$ cat config.mk
export PLATFORM = sky130hd
export DESIGN_NAME = ata_regfile_ctrl
export DESIGN_NICKNAME = d
export VERILOG_FILES = /design/src/rtl/ata_pkg.sv /design/src/rtl/ata_port_decode.sv /design/src/rtl/ata_drive_regs.sv /design/src/rtl/ata_channel.sv /design/src/rtl/ata_regfile_ctrl.sv
export SDC_FILE = /design/constraint.sdc
export NUM_CORES = 1
export LEC_CHECK = 0
export BUFFER_PORTS_ARGS = -buffer_cell sky130_fd_sc_hd__buf_2
export CAP_MARGIN = 20
export CORE_MARGIN = 8
export CORE_UTILIZATION = 30
export DETAILED_ROUTE_END_ITERATION = 16
export SYNTH_ARGS = -nofsm -noshare
export SYNTH_HDL_FRONTEND = slang
export SYNTH_SLANG_ARGS = --single-unit
$ cat constraint.sdc
create_clock -name clk -period 5.2 [get_ports clk]
set_input_delay 0.78 -clock clk [delete_from_list [all_inputs] [get_ports clk]]
set_output_delay 0.78 -clock clk [all_outputs]
set_load 0.005 [all_outputs]
$ cat src/rtl/ata_pkg.sv
package ata_pkg;
    localparam logic [1:0] SLOT_NONE   = 2'd0;
    localparam logic [1:0] SLOT_DISK   = 2'd1;
    localparam logic [1:0] SLOT_PACKET = 2'd2;

    localparam logic [7:0] CMD_PACKET   = 8'hA0;
    localparam logic [7:0] DH_FIXED     = 8'hA0;
    localparam logic [7:0] ST_RST_HOLD  = 8'h90;
    localparam logic [7:0] ST_ABORT     = 8'h41;
    localparam logic [7:0] ERR_DIAG_OK  = 8'h01;
    localparam logic [7:0] ERR_ABRT     = 8'h04;
    localparam logic [15:0] SIG_PACKET  = 16'hEB14;

    typedef enum logic {CH_RUN, CH_HOLD} ch_state_t;
endpackage

$ cat src/rtl/ata_port_decode.sv
module ata_port_decode #(
    parameter int AW = 16,
    parameter logic [AW-1:0] TF0 = AW'(16'h01F0),
    parameter logic [AW-1:0] CT0 = AW'(16'h03F6),
    parameter logic [AW-1:0] TF1 = AW'(16'h0170),
    parameter logic [AW-1:0] CT1 = AW'(16'h0376)
) (
    input  logic [AW-1:0] addr,
    output logic [1:0]    hit,
    output logic          is_ctl,
    output logic          is_alt,
    output logic [2:0]    ofs
);
    localparam logic [AW-1:0] TF_MASK = ~AW'(7);
    localparam logic [AW-1:0] CT_MASK = ~AW'(1);

    logic t0, t1, c0, c1;

    always_comb begin
        t0     = (addr & TF_MASK) == TF0;
        t1     = (addr & TF_MASK) == TF1;
        c0     = (addr & CT_MASK) == CT0;
        c1     = (addr & CT_MASK) == CT1;
        hit    = {t1 | c1, t0 | c0};
        is_ctl = (c0 | c1) & ~addr[0];
        is_alt = (c0 | c1) & addr[0];
        ofs    = addr[2:0];
    end
endmodule

$ cat src/rtl/ata_drive_regs.sv
module ata_drive_regs (
    input  logic       clk,
    input  logic       rst_n,
    input  logic       clr_sig,
    input  logic       is_packet,
    input  logic       pkt_sc,
    input  logic       we,
    input  logic [2:0] ofs,
    input  logic [7:0] wdata,
    output logic [7:0] sc,
    output logic [7:0] sn,
    output logic [7:0] cl,
    output logic [7:0] ch
);
    import ata_pkg::*;

    always_ff @(posedge clk) begin
        if (!rst_n) begin
            sc <= 8'h01;
            sn <= 8'h01;
            cl <= 8'h00;
            ch <= 8'h00;
        end else if (clr_sig) begin
            sc       <= 8'h01;
            sn       <= 8'h01;
            {ch, cl} <= is_packet ? SIG_PACKET : 16'h0000;
        end else begin
            if (pkt_sc) sc <= 8'h01;
            if (we) begin
                case (ofs)
                    3'd2:    sc <= wdata;
                    3'd3:    sn <= wdata;
                    3'd4:    cl <= wdata;
                    3'd5:    ch <= wdata;
                    default: ;
                endcase
            end
        end
    end
endmodule

$ cat src/rtl/ata_channel.sv
module ata_channel (
    input  logic       clk,
    input  logic       rst_n,
    input  logic       acc_wr,
    input  logic       acc_rd,
    input  logic       is_ctl,
    input  logic       is_alt,
    input  logic [2:0] ofs,
    input  logic [7:0] wdata,
    input  logic [3:0] slot_type,
    output logic [7:0] rdata,
    output logic       irq
);
    import ata_pkg::*;

    ch_state_t  st_q, st_d;
    logic [7:0] err_q, stat_q, dh_q;
    logic       nien_q;
    logic       sel;
    logic [1:0] sel_type, new_type;
    logic       tf_wr, tf_rd, ctl_wr, srst_set, srst_clr;
    logic       cmd_wr, pkt_ok, abort, dh_wr, drv_wr;
    logic [7:0] d_sc [2];
    logic [7:0] d_sn [2];
    logic [7:0] d_cl [2];
    logic [7:0] d_ch [2];

    always_comb begin
        sel      = dh_q[4];
        sel_type = slot_type[{sel, 1'b0} +: 2];
        new_type = slot_type[{wdata[4], 1'b0} +: 2];
        tf_wr    = acc_wr & ~is_ctl & ~is_alt;
        tf_rd    = acc_rd & ~is_ctl & ~is_alt;
        ctl_wr   = acc_wr & is_ctl;
        srst_set = ctl_wr & (st_q == CH_RUN) & wdata[2];
        srst_clr = ctl_wr & (st_q == CH_HOLD) & ~wdata[2];
        cmd_wr   = tf_wr & (ofs == 3'd7);
        pkt_ok   = cmd_wr & (wdata == CMD_PACKET) & (sel_type == SLOT_PACKET);
        abort    = cmd_wr & ~pkt_ok;
        dh_wr    = tf_wr & (ofs == 3'd6);
        drv_wr   = tf_wr & (ofs >= 3'd2) & (ofs <= 3'd5);
    end

    // next-state logic of the soft-reset machine
    always_comb begin
        st_d = st_q;
        unique case (st_q)
            CH_RUN:  if (srst_set) st_d = CH_HOLD;
            CH_HOLD: if (srst_clr) st_d = CH_RUN;
        endcase
    end

    always_ff @(posedge clk) begin
        if (!rst_n) st_q <= CH_RUN;
        else        st_q <= st_d;
    end

    // register outputs driven by transitions and accesses
    always_ff @(posedge clk) begin
        if (!rst_n) begin
            err_q  <= ERR_DIAG_OK;
            stat_q <= 8'h00;
            dh_q   <= 8'h00;
            nien_q <= 1'b0;
            irq    <= 1'b0;
        end else begin
            if (srst_set) begin
                stat_q <= ST_RST_HOLD;
                err_q  <= ERR_DIAG_OK;
                nien_q <= 1'b0;
            end else if (srst_clr) begin
                stat_q    <= {1'b0, 1'b1, stat_q[5:0]};
                dh_q[3:0] <= 4'h0;
                nien_q    <= wdata[1];
            end else if (ctl_wr) begin
                nien_q <= wdata[1];
            end
            if (dh_wr) begin
                dh_q <= wdata | DH_FIXED;
                if (new_type == SLOT_NONE) begin
                    err_q  <= err_q | ERR_ABRT;
                    stat_q <= stat_q | 8'h01;
                end
            end
            if (pkt_ok) stat_q <= (stat_q & 8'h5E) | 8'h08;
            if (tf_rd && ofs == 3'd7) irq <= 1'b0;
            if (abort) begin
                stat_q <= ST_ABORT;
                err_q  <= ERR_ABRT;
                if (!nien_q) irq <= 1'b1;
            end
        end
    end

    for (genvar d = 0; d < 2; d++) begin : g_drv
        ata_drive_regs u_drv (
            .clk       (clk),
            .rst_n     (rst_n),
            .clr_sig   (srst_clr),
            .is_packet (slot_type[2*d +: 2] == SLOT_PACKET),
            .pkt_sc    (pkt_ok & (sel == 1'(d))),
            .we        (drv_wr & (sel == 1'(d))),
            .ofs       (ofs),
            .wdata     (wdata),
            .sc        (d_sc[d]),
            .sn        (d_sn[d]),
            .cl        (d_cl[d]),
            .ch        (d_ch[d])
        );
    end

    always_comb begin
        rdata = 8'h00;
        if (is_alt) begin
            rdata = 8'hFF;
        end else if (sel_type == SLOT_NONE) begin
            rdata = (!is_ctl && ofs == 3'd6) ? DH_FIXED : 8'h00;
        end else if (is_ctl) begin
            rdata = stat_q;
        end else begin
            case (ofs)
                3'd1:    rdata = err_q;
                3'd2:    rdata = d_sc[sel];
                3'd3:    rdata = d_sn[sel];
                3'd4:    rdata = d_cl[sel];
                3'd5:    rdata = d_ch[sel];
                3'd6:    rdata = dh_q;
                3'd7:    rdata = stat_q;
                default: rdata = 8'h00;
            endcase
        end
    end
endmodule

$ cat src/rtl/ata_regfile_ctrl.sv
module ata_regfile_ctrl #(
    parameter int AW = 16,
    parameter logic [AW-1:0] TF0 = AW'(16'h01F0),
    parameter logic [AW-1:0] CT0 = AW'(16'h03F6),
    parameter logic [AW-1:0] TF1 = AW'(16'h0170),
    parameter logic [AW-1:0] CT1 = AW'(16'h0376)
) (
    input  logic          clk,
    input  logic          rst_n,
    input  logic [AW-1:0] io_addr,
    input  logic          io_wr,
    input  logic          io_rd,
    input  logic [7:0]    io_wdata,
    output logic [7:0]    io_rdata,
    input  logic [7:0]    slot_cfg,
    output logic [1:0]    irq
);
    localparam int NCH = 2;

    logic [NCH-1:0] hit;
    logic           is_ctl, is_alt;
    logic [2:0]     ofs;
    logic [7:0]     ch_rdata [NCH];

    ata_port_decode #(.AW(AW), .TF0(TF0), .CT0(CT0), .TF1(TF1), .CT1(CT1)) u_dec (
        .addr   (io_addr),
        .hit    (hit),
        .is_ctl (is_ctl),
        .is_alt (is_alt),
        .ofs    (ofs)
    );

    for (genvar c = 0; c < NCH; c++) begin : g_ch
        ata_channel u_ch (
            .clk       (clk),
            .rst_n     (rst_n),
            .acc_wr    (io_wr & hit[c]),
            .acc_rd    (io_rd & hit[c]),
            .is_ctl    (is_ctl),
            .is_alt    (is_alt),
            .ofs       (ofs),
            .wdata     (io_wdata),
            .slot_type (slot_cfg[4*c +: 4]),
            .rdata     (ch_rdata[c]),
            .irq       (irq[c])
        );
    end

    always_comb begin
        if (hit[0])      io_rdata = ch_rdata[0];
        else if (hit[1]) io_rdata = ch_rdata[1];
        else             io_rdata = 8'h00;
    end
endmodule

==> impl_metrics.ini, run 1 <==
[timing]
setup_tns_ps = 0
whs_ps = 450
min_period_ps = 4200
fin_crit_sh = 0.808
rsz0062_at_grt = false
fmax_mhz = 238
report.final.slew_viol_count = 0
relSlewSlack = 0.313
clock_skew_ps = 5.99
fin_ws_ps = 997
setup_violations = 0
worst_slew_pin_slew_ps = 1020
finalHoldViolCount = 0

[synthesis]
synth_nets = 1068
synth-edff-count = 0
synth_largest_area_cell = dfxtp_1
yosysWarnings = 0
synth_area_mm2 = 0.00870
synth_top_area_share = 0.414
netlist_instances = 1032
seq_area_frac_synth = 0.414
synthTopCellsByArea = dfxtp_1 41%, mux2i_1 7.5%, nand2_1 5.2%
yosys_register_bits = 180
postSynthAreaPerCell_um2 = 8.43
async_flop_share = 0
synth_flop_cell = dfxtp_1
synth_cell_type_count = 78

[floorplanning]
std_cell_rows = 62
die_w_um = 186
core_mm2 = 0.0286
die_area_mm2 = 0.0347
initial_core_util = 0.304
die_h_um = 186
io_pins = 46

[routing]
drc = 0
avgRoutedWirePerCell_um = 21.5
vias = 8105
drt-pass1-iter-count = 6
vias_per_cell = 5.66
dr.first_iter.drc_count = 755
wirelength_um = 30800
ant_nets = 0

[critical_path]
cp.required_ps = 4420
critical_path_class = input pin to output pin
critPathMaxFanout = 45
endpoint_kind = output pin
worst-endpoint-arrival_ps = 3420
critPathLaunchType = input pin

[flow_run]
maxCapViolations = 0

[status]
status = complete, no violations

[pwr]
p_clk_frac = 0.461
ir_drop_uv = 168
p_total_mw = 2.85
sequentialPowerShare = 0.483
p_leak_nw = 3.35
switching_share = 0.239
switchingPower_mw = 0.683
intPower_mw = 2.17
p_comb_frac = 0.056
power_density_mw_per_mm2 = 291

[cells_and_area]
final_cell_mix = 178 x dfxtp_1, 121 x nand2_1, 109 x nor2_1, 89 x a21oi_1, 65 x mux2i_1
final_common_cell = dfxtp_1
nFillCells = 2988
drive_gt1_frac = 0.119
diodes = 0
syn2layout_area_growth_pct = 12.6
nets = 1072

[global_routing]
grtUsageTotal = 0.172
grt_overflow = 0
grt_pass1_vias = 7729
grt_max_degree = 51
grt_antenna_before_repair = 0
grt_pass1_wl_um = 47300

[placement]
port_buffers = 45
dpl_worst_slack_ps = 1050
finalWeightedCongestion = 0.956
dp_hpwl_um = 22100

[clocking]
postCtsHoldBufs = 0
clock-sinks = 180
cts.htree.levels = 4
clk_pin_slew_ps = 60
cts_tree = yes
worstSkewPairLatency_ps = 430
clockRootBuffer = clkbuf_16
post_cts_buffers = 0
cts-resized-gates = 0
cts_made_buffers = 17
cts.path.max_buffers = 2

[worst_hold_path]
hold_path_class = register to register
Yosys cell counts (6+ instances only):
library cell  number
a31oi_1           10
nand2_1          121
a32o_1             7
o2bb2ai_1         15
o21a_1             7
nand4_1           10
buf_1              9
inv_1             16
o21ai_1            8
a211oi_1          22
a21oi_1           89
dfxtp_1          180
nor2_1           109
mux2_2            12
o22ai_1           15
nand3_1           43
mux2i_1           65
o211ai_1          10
nor2b_1            6
a221oi_1          15
clkbuf_1          56
and2_1            27
and3_1            10
nor3_1            22
o21ai_0           41
a22oi_1           12
sequential cells by signal, summed over array words and instances, names as in the netlist, named ones only:
name / flops
g_ch.u_ch.stat_q: 16
g_ch.u_ch.irq: 2
g_ch.u_ch.err_q: 16
g_ch.u_ch.dh_q: 14
g_ch.u_ch.g_drv.u_drv.ch: 32
g_ch.u_ch.g_drv.u_drv.sc: 32
g_ch.u_ch.g_drv.u_drv.sn: 32
g_ch.u_ch.nien_q: 2
g_ch.u_ch.g_drv.u_drv.cl: 32
per-layer routing:
layer  part of all wire  up-vias  GRT usage  wire (um)
met3              0.061       73     0.0296       1890
li1                   -     3767          -          -
met5                  0        -          0          0
met1               0.44     3912      0.227      13500
met4              0.039        0     0.0782       1210
met2               0.46      353      0.271      14200
power groups by stage:
stage               registers (mW)  clock network (mW)  logic, mW
floorplan                     1.41                   0     0.0935
global placement              1.41                   0      0.156
detailed placement            1.41                   0      0.156
CTS                           1.38                1.33      0.157
global route                  1.38                1.39      0.169
finish                        1.38                1.32      0.160
worst paths after layout:
kind / start / endpoint / slack (ps) / depth (start not counted)
min: g_ch[0].u_ch.g_drv[0].u_drv.sn[4]$_SDFFE_PP0P_ / g_ch[0].u_ch.g_drv[0].u_drv.sn[4]$_SDFFE_PP0P_ / 450 / 2
max reg2reg: g_ch[0].u_ch.dh_q[4]$_SDFFE_PN0N_ / g_ch[0].u_ch.g_drv[1].u_drv.sc[4]$_SDFF_PP0_ / 2210 / 7
max: io_addr[1] / io_rdata[5] / 1000 / 8
min reg2reg: g_ch[0].u_ch.g_drv[0].u_drv.sn[4]$_SDFFE_PP0P_ / g_ch[0].u_ch.g_drv[0].u_drv.sn[4]$_SDFFE_PP0P_ / 450 / 2
through the flow:
stage | cells | utilization | area (um2)
4_1_cts | 1431 | 0.342 | 9790
6_report | 1432 | 0.342 | 9800
3_3_place_gp | 1400 | 0.322 | 9200
3_5_place_dp | 1400 | 0.322 | 9200
5_1_grt | 1432 | 0.342 | 9800
2_1_floorplan | 1032 | - | 8700
area by class of cell:
class	count	area, um2	share of cell area
multi-input combinational	762	4740	0.484
sequential	180	3610	0.368
tap	384	480	0.0490
clock buffer	20	437	0.0446
timing repair buffer	57	313	0.0319
clock inverter	11	151	0.0155
inverter	18	67.6	0.00690
logic make-up (layout without fill, tap and decap cells):
group                  after synthesis  after routing  synth area share
buffers and inverters               90            106            0.0418
XOR/XNOR                             1              1           0.00101
AO/OA/AOI/OAI                      288            288             0.221
multiplexers                        81             81             0.101
AND/OR/NAND/NOR                    392            392             0.221
flip-flops                         180            180             0.414
critical path: stages:
cell and delay [ps]:
buf_2 590, nand4_1 140, or4_1 770, a21oi_1 470, inv_1 120, a221oi_1 290, o22ai_1 110, buf_2 150
No activity file was read; power rests on OpenSTA's default activity.
==> run 2, diff against run 1 <==
Clock period 5.2 ns to 3.85 ns, I/O delays scaled along.
==> impl_metrics.ini, run 2 (synthesized netlist as in run 1, its figures left out) <==
[status]
status = complete, no violations

[timing]
worst_slew_pin_slew_ps = 942
fin_ws_ps = 276
fin_crit_sh = 0.928
relSlewSlack = 0.368
rsz0062_at_grt = false
finalHoldViolCount = 0
clock_skew_ps = 10.6
min_period_ps = 3570
fmax_mhz = 280
setup_violations = 0
setup_tns_ps = 0
report.final.slew_viol_count = 0

[cells_and_area]
register_area_mm2 = 0.00361
design_area_mm2 = 0.0100
final_cell_mix = 178 x dfxtp_1, 121 x nand2_1, 109 x nor2_1, 89 x a21oi_1, 65 x mux2i_1
nets = 1099
diodes = 0
multiInputGateArea_mm2 = 0.00474
final_common_cell = dfxtp_1
nFillCells = 2978
syn2layout_area_growth_pct = 14.9
drive_gt1_frac = 0.144

[critical_path]
r2r_setup_slack_ps = 1360
critPathMaxStageDelay_ps = 690
critical_path_class = input pin to output pin
critPathMaxFanout = 6
timing.rr.start = g_ch[1].u_ch.dh_q[4]$_SDFFE_PN0N_
cp_slowest_cell = or4bb_1
worst_path_most_repeated_cell = buf_2
crit_path_end = io_rdata[5]
critical_path.top_delay_family = simple AND/OR/NAND/NOR gates
cp_num_buf_inv = 3
critPathLaunchType = input pin
endpoint_kind = output pin
worstReg2RegEnd = g_ch[1].u_ch.g_drv[0].u_drv.cl[7]$_SDFFE_PN0P_
cp.depth = 8
cp-startpoint = io_addr[10]
worst-endpoint-arrival_ps = 3000
rr_worst_depth = 5
cp.required_ps = 3270
path_cells = buf_2 > or4bb_1 > or4_1 > a21oi_1 > inv_1 > a221oi_1 > o22ai_1 > buf_2

[clocking]
cts.path.max_buffers = 2
clock-sinks = 180
post_cts_buffers = 0
worstSkewPairLatency_ps = 430
clk_pin_slew_ps = 60
cts-resized-gates = 0
cts.htree.levels = 4
postCtsHoldBufs = 0
cts_tree = yes
clockRootBuffer = clkbuf_16
cts_made_buffers = 17

[global_routing]
met1_usage = 0.226
grt_pass1_wl_um = 47700
grt_overflow = 0
grt_pass1_vias = 7821
grtUsageTotal = 0.174
grt.busiest_layer = met2
grt_max_degree = 49
grt_antenna_before_repair = 0
met2_usage = 0.281
grt.met3_usage = 0.0349

[routing]
drt-pass1-iter-count = 6
drc = 0
avgRoutedWirePerCell_um = 21.3
dr.first_iter.drc_count = 813
wirelength_um = 31100
vias_per_cell = 5.56
ant_nets = 0
vias = 8110

[pwr]
power_density_mw_per_mm2 = 385
ir_drop_uv = 235
p_leak_nw = 3.49

[floorplanning]
die_area_mm2 = 0.0347
die_h_um = 186
initial_core_util = 0.304
core_mm2 = 0.0286
die_w_um = 186
std_cell_rows = 62
io_pins = 46

[placement]
dpl_worst_slack_ps = 330
placed_area_mm2 = 0.00941
dp_hpwl_um = 22400
port_buffers = 45
finalWeightedCongestion = 0.940

[flow_run]
maxCapViolations = 0

[worst_hold_path]
hold_path_class = register to register
hp-start = g_ch[0].u_ch.g_drv[0].u_drv.sn[4]$_SDFFE_PP0P_
run 2: cell count changes in the layout (fill, tap and decap cells not counted), sizes merged:
cell and delta:
bufinv -1, clkinv +1, buf +28, inv +2, clkbuf -3
run 2: area by class of cell:
class	count	share of cell area
Multi-Input combinational cell	762	0.474
Sequential cell	180	0.361
Timing Repair Buffer	84	0.0518
Tap cell	384	0.0480
Clock buffer	18	0.0439
Clock inverter	13	0.0146
Inverter	18	0.00676
run 2: per-layer routing:
layer | vias to the layer above | part of all wire
met1 | 3897 | 0.43
met5 | - | 0
met2 | 336 | 0.46
li1 | 3825 | -
met4 | 0 | 0.029
met3 | 52 | 0.077
run 2: per-stage QoR:
stage	total power, mW	util	hold slack, ps	std cells
detailed placement	2.13	0.329	442	1428
CTS	3.87	0.349	452	1459
global route	3.96	0.349	475	1459
finish	3.85	0.349	451	1459
global placement	2.13	0.329	435	1428
floorplan	2.03	-	421	1032
run 2: power by group:
| part | internal [mW] | switching, mW |
|---|---|---|
| registers | 1.86 | 0.00000631 |
| logic | 0.0587 | 0.170 |
| clock network | 0.980 | 0.780 |
run 2: worst min path at each step:
stage / to / slack, ps / depth (start not counted)
3_5_place_dp: g_ch[0].u_ch.g_drv[1].u_drv.sc[6]$_SDFF_PP0_ / 440 / 2
4_1_cts: g_ch[0].u_ch.g_drv[1].u_drv.sc[6]$_SDFF_PP0_ / 450 / 2
6_report: g_ch[0].u_ch.g_drv[0].u_drv.sn[4]$_SDFFE_PP0P_ / 450 / 2
2_1_floorplan: g_ch[0].u_ch.err_q[5]$_SDFFE_PP0P_ / 420 / 1
3_3_place_gp: g_ch[0].u_ch.g_drv[1].u_drv.sn[2]$_SDFFE_PP0P_ / 440 / 2
5_1_grt: g_ch[0].u_ch.g_drv[1].u_drv.sc[7]$_SDFF_PP0_ / 470 / 2
run 2: worst register-to-register path, cell delays in order (launching register included):
cell     delay [ps]
dfxtp_2         860
buf_4           360
inv_1           180
a41oi_1         740
nand2_1         130
a21oi_1         140
==> run 3, diff against run 2 <==
Clock period 3.85 ns to 3.6 ns, I/O delays scaled along.
==> impl_metrics.ini, run 3 (synthesized netlist as in run 1, its figures left out) <==
[critical_path]
worst-endpoint-arrival_ps = 2910
critPathLaunchType = register
worstReg2RegEnd = g_ch[0].u_ch.g_drv[1].u_drv.sc[4]$_SDFF_PP0_
critPathMaxFanout = 24
critical_path_class = register to output pin
timing.rr.start = g_ch[0].u_ch.dh_q[4]$_SDFFE_PN0N_
cp.required_ps = 3060
endpoint_kind = output pin
r2r_setup_slack_ps = 1010
rr_worst_depth = 6

[global_routing]
grt_pass1_vias = 7880
grt_antenna_before_repair = 0
grt_overflow = 0
grt_pass1_wl_um = 47600
grtUsageTotal = 0.174
grt_max_degree = 76

[routing]
avgRoutedWirePerCell_um = 21.0
ant_nets = 0
vias = 8264
dr.first_iter.drc_count = 755
vias_per_cell = 5.58
wirelength_um = 31100
drt-pass1-iter-count = 5
drc = 0

[timing]
setup_violations = 0
report.final.slew_viol_count = 0
setup_tns_ps = 0
fin_crit_sh = 0.958
fin_ws_ps = 152
clock_skew_ps = 13.0
finalHoldViolCount = 0
relSlewSlack = 0.392
rsz0062_at_grt = false
fmax_mhz = 290
worst_slew_pin_slew_ps = 900
min_period_ps = 3450

[placement]
port_buffers = 45
place_inst = 1449
dp_hpwl_um = 22800
dpl_worst_slack_ps = 242
finalWeightedCongestion = 0.918

[floorplanning]
core_mm2 = 0.0286
io_pins = 46
die_h_um = 186
initial_core_util = 0.304
die_area_mm2 = 0.0347
std_cell_rows = 62
die_w_um = 186

[clocking]
postCtsHoldBufs = 0
cts.path.max_buffers = 2
cts_made_buffers = 17
clock-sinks = 180
worstSkewPairLatency_ps = 440
clk_pin_slew_ps = 70
cts-resized-gates = 0
clockRootBuffer = clkbuf_16
post_cts_buffers = 0
cts.htree.levels = 4
cts_tree = yes

[worst_hold_path]
worst_hold_path.endpoint = g_ch[1].u_ch.dh_q[6]$_SDFFE_PN0N_
whs_path_depth = 3
hp-start = rst_n
hold_path_class = input pin to register

[cells_and_area]
diodes = 0
nets = 1120
stdcell_count = 1481
fin_util = 0.356
final_cell_mix = 178 x dfxtp_1, 121 x nand2_1, 109 x nor2_1, 89 x a21oi_1, 65 x mux2i_1
final_common_cell = dfxtp_1
drive_gt1_frac = 0.160
syn2layout_area_growth_pct = 17.0

[pwr]
ir_drop_uv = 288
power_density_mw_per_mm2 = 408
p_leak_nw = 3.60

[flow_run]
maxCapViolations = 0

[status]
status = complete, no violations
## run 3: cell count changes in the layout (fill, tap and decap cells not counted)
cell	previous run	this run
buf_4	39	59
inv_8	1	3
buf_12	0	1
clkbuf_1	0	1
clkbuf_8	1	0
clkinv_2	2	1
clkinv_4	0	1
clkinvlp_4	4	3
## run 3: layout make-up
class	instances	area, um2
inverters	18	67.6
fillers	2948	18400
clock buffers	18	429
flip-flops and latches	180	3610
well taps	384	480
clock inverters	14	165
multi-input cells	762	4740
repair buffers	105	688
## run 3: worst max-delay path, cell delays in order (launching register included)
cell      delay [ps]
dfxtp_2          740
buf_12           250
mux2_2           370
a221oi_1         420
a31oi_1          140
a211oi_1         280
o22ai_1          130
buf_2            140
## run 3: how the worst max path moves through the flow
stage                                 startpoint           to  slack [ps]
2_1_floorplan                        io_addr[12]  io_rdata[5]         570
3_3_place_gp                         io_addr[12]  io_rdata[7]         270
3_5_place_dp                         io_addr[12]  io_rdata[7]         240
4_1_cts        g_ch[0].u_ch.dh_q[4]$_SDFFE_PN0N_  io_rdata[7]         190
5_1_grt        g_ch[0].u_ch.dh_q[4]$_SDFFE_PN0N_  io_rdata[2]          10
6_report       g_ch[0].u_ch.dh_q[4]$_SDFFE_PN0N_  io_rdata[7]         150
## run 3: per-stage QoR
stage | total power [mW] | hold WS [ps] | area (um2)
2_1_floorplan | 2.17 | 421 | 8700
3_3_place_gp | 2.29 | 434 | 9580
3_5_place_dp | 2.29 | 442 | 9580
4_1_cts | 4.17 | 428 | 10200
5_1_grt | 4.27 | 464 | 10200
6_report | 4.15 | 442 | 10200
## run 3: layer usage
layer,global-route usage,vias up,routed length [um]
li1,-,3871,-
met1,0.226,3973,13400
met2,0.272,340,14100
met3,0.0339,80,2220
met4,0.0877,0,1320
met5,0,-,0
## run 3: report_power, final
part	switching (mW)	total [mW]	leakage (nW)	internal (mW)
logic	0.187	0.258	1.86	0.0711
registers	0.00000629	1.99	1.45	1.99
clock network	0.859	1.91	0.284	1.05
total	1.05	4.15	3.60	3.11
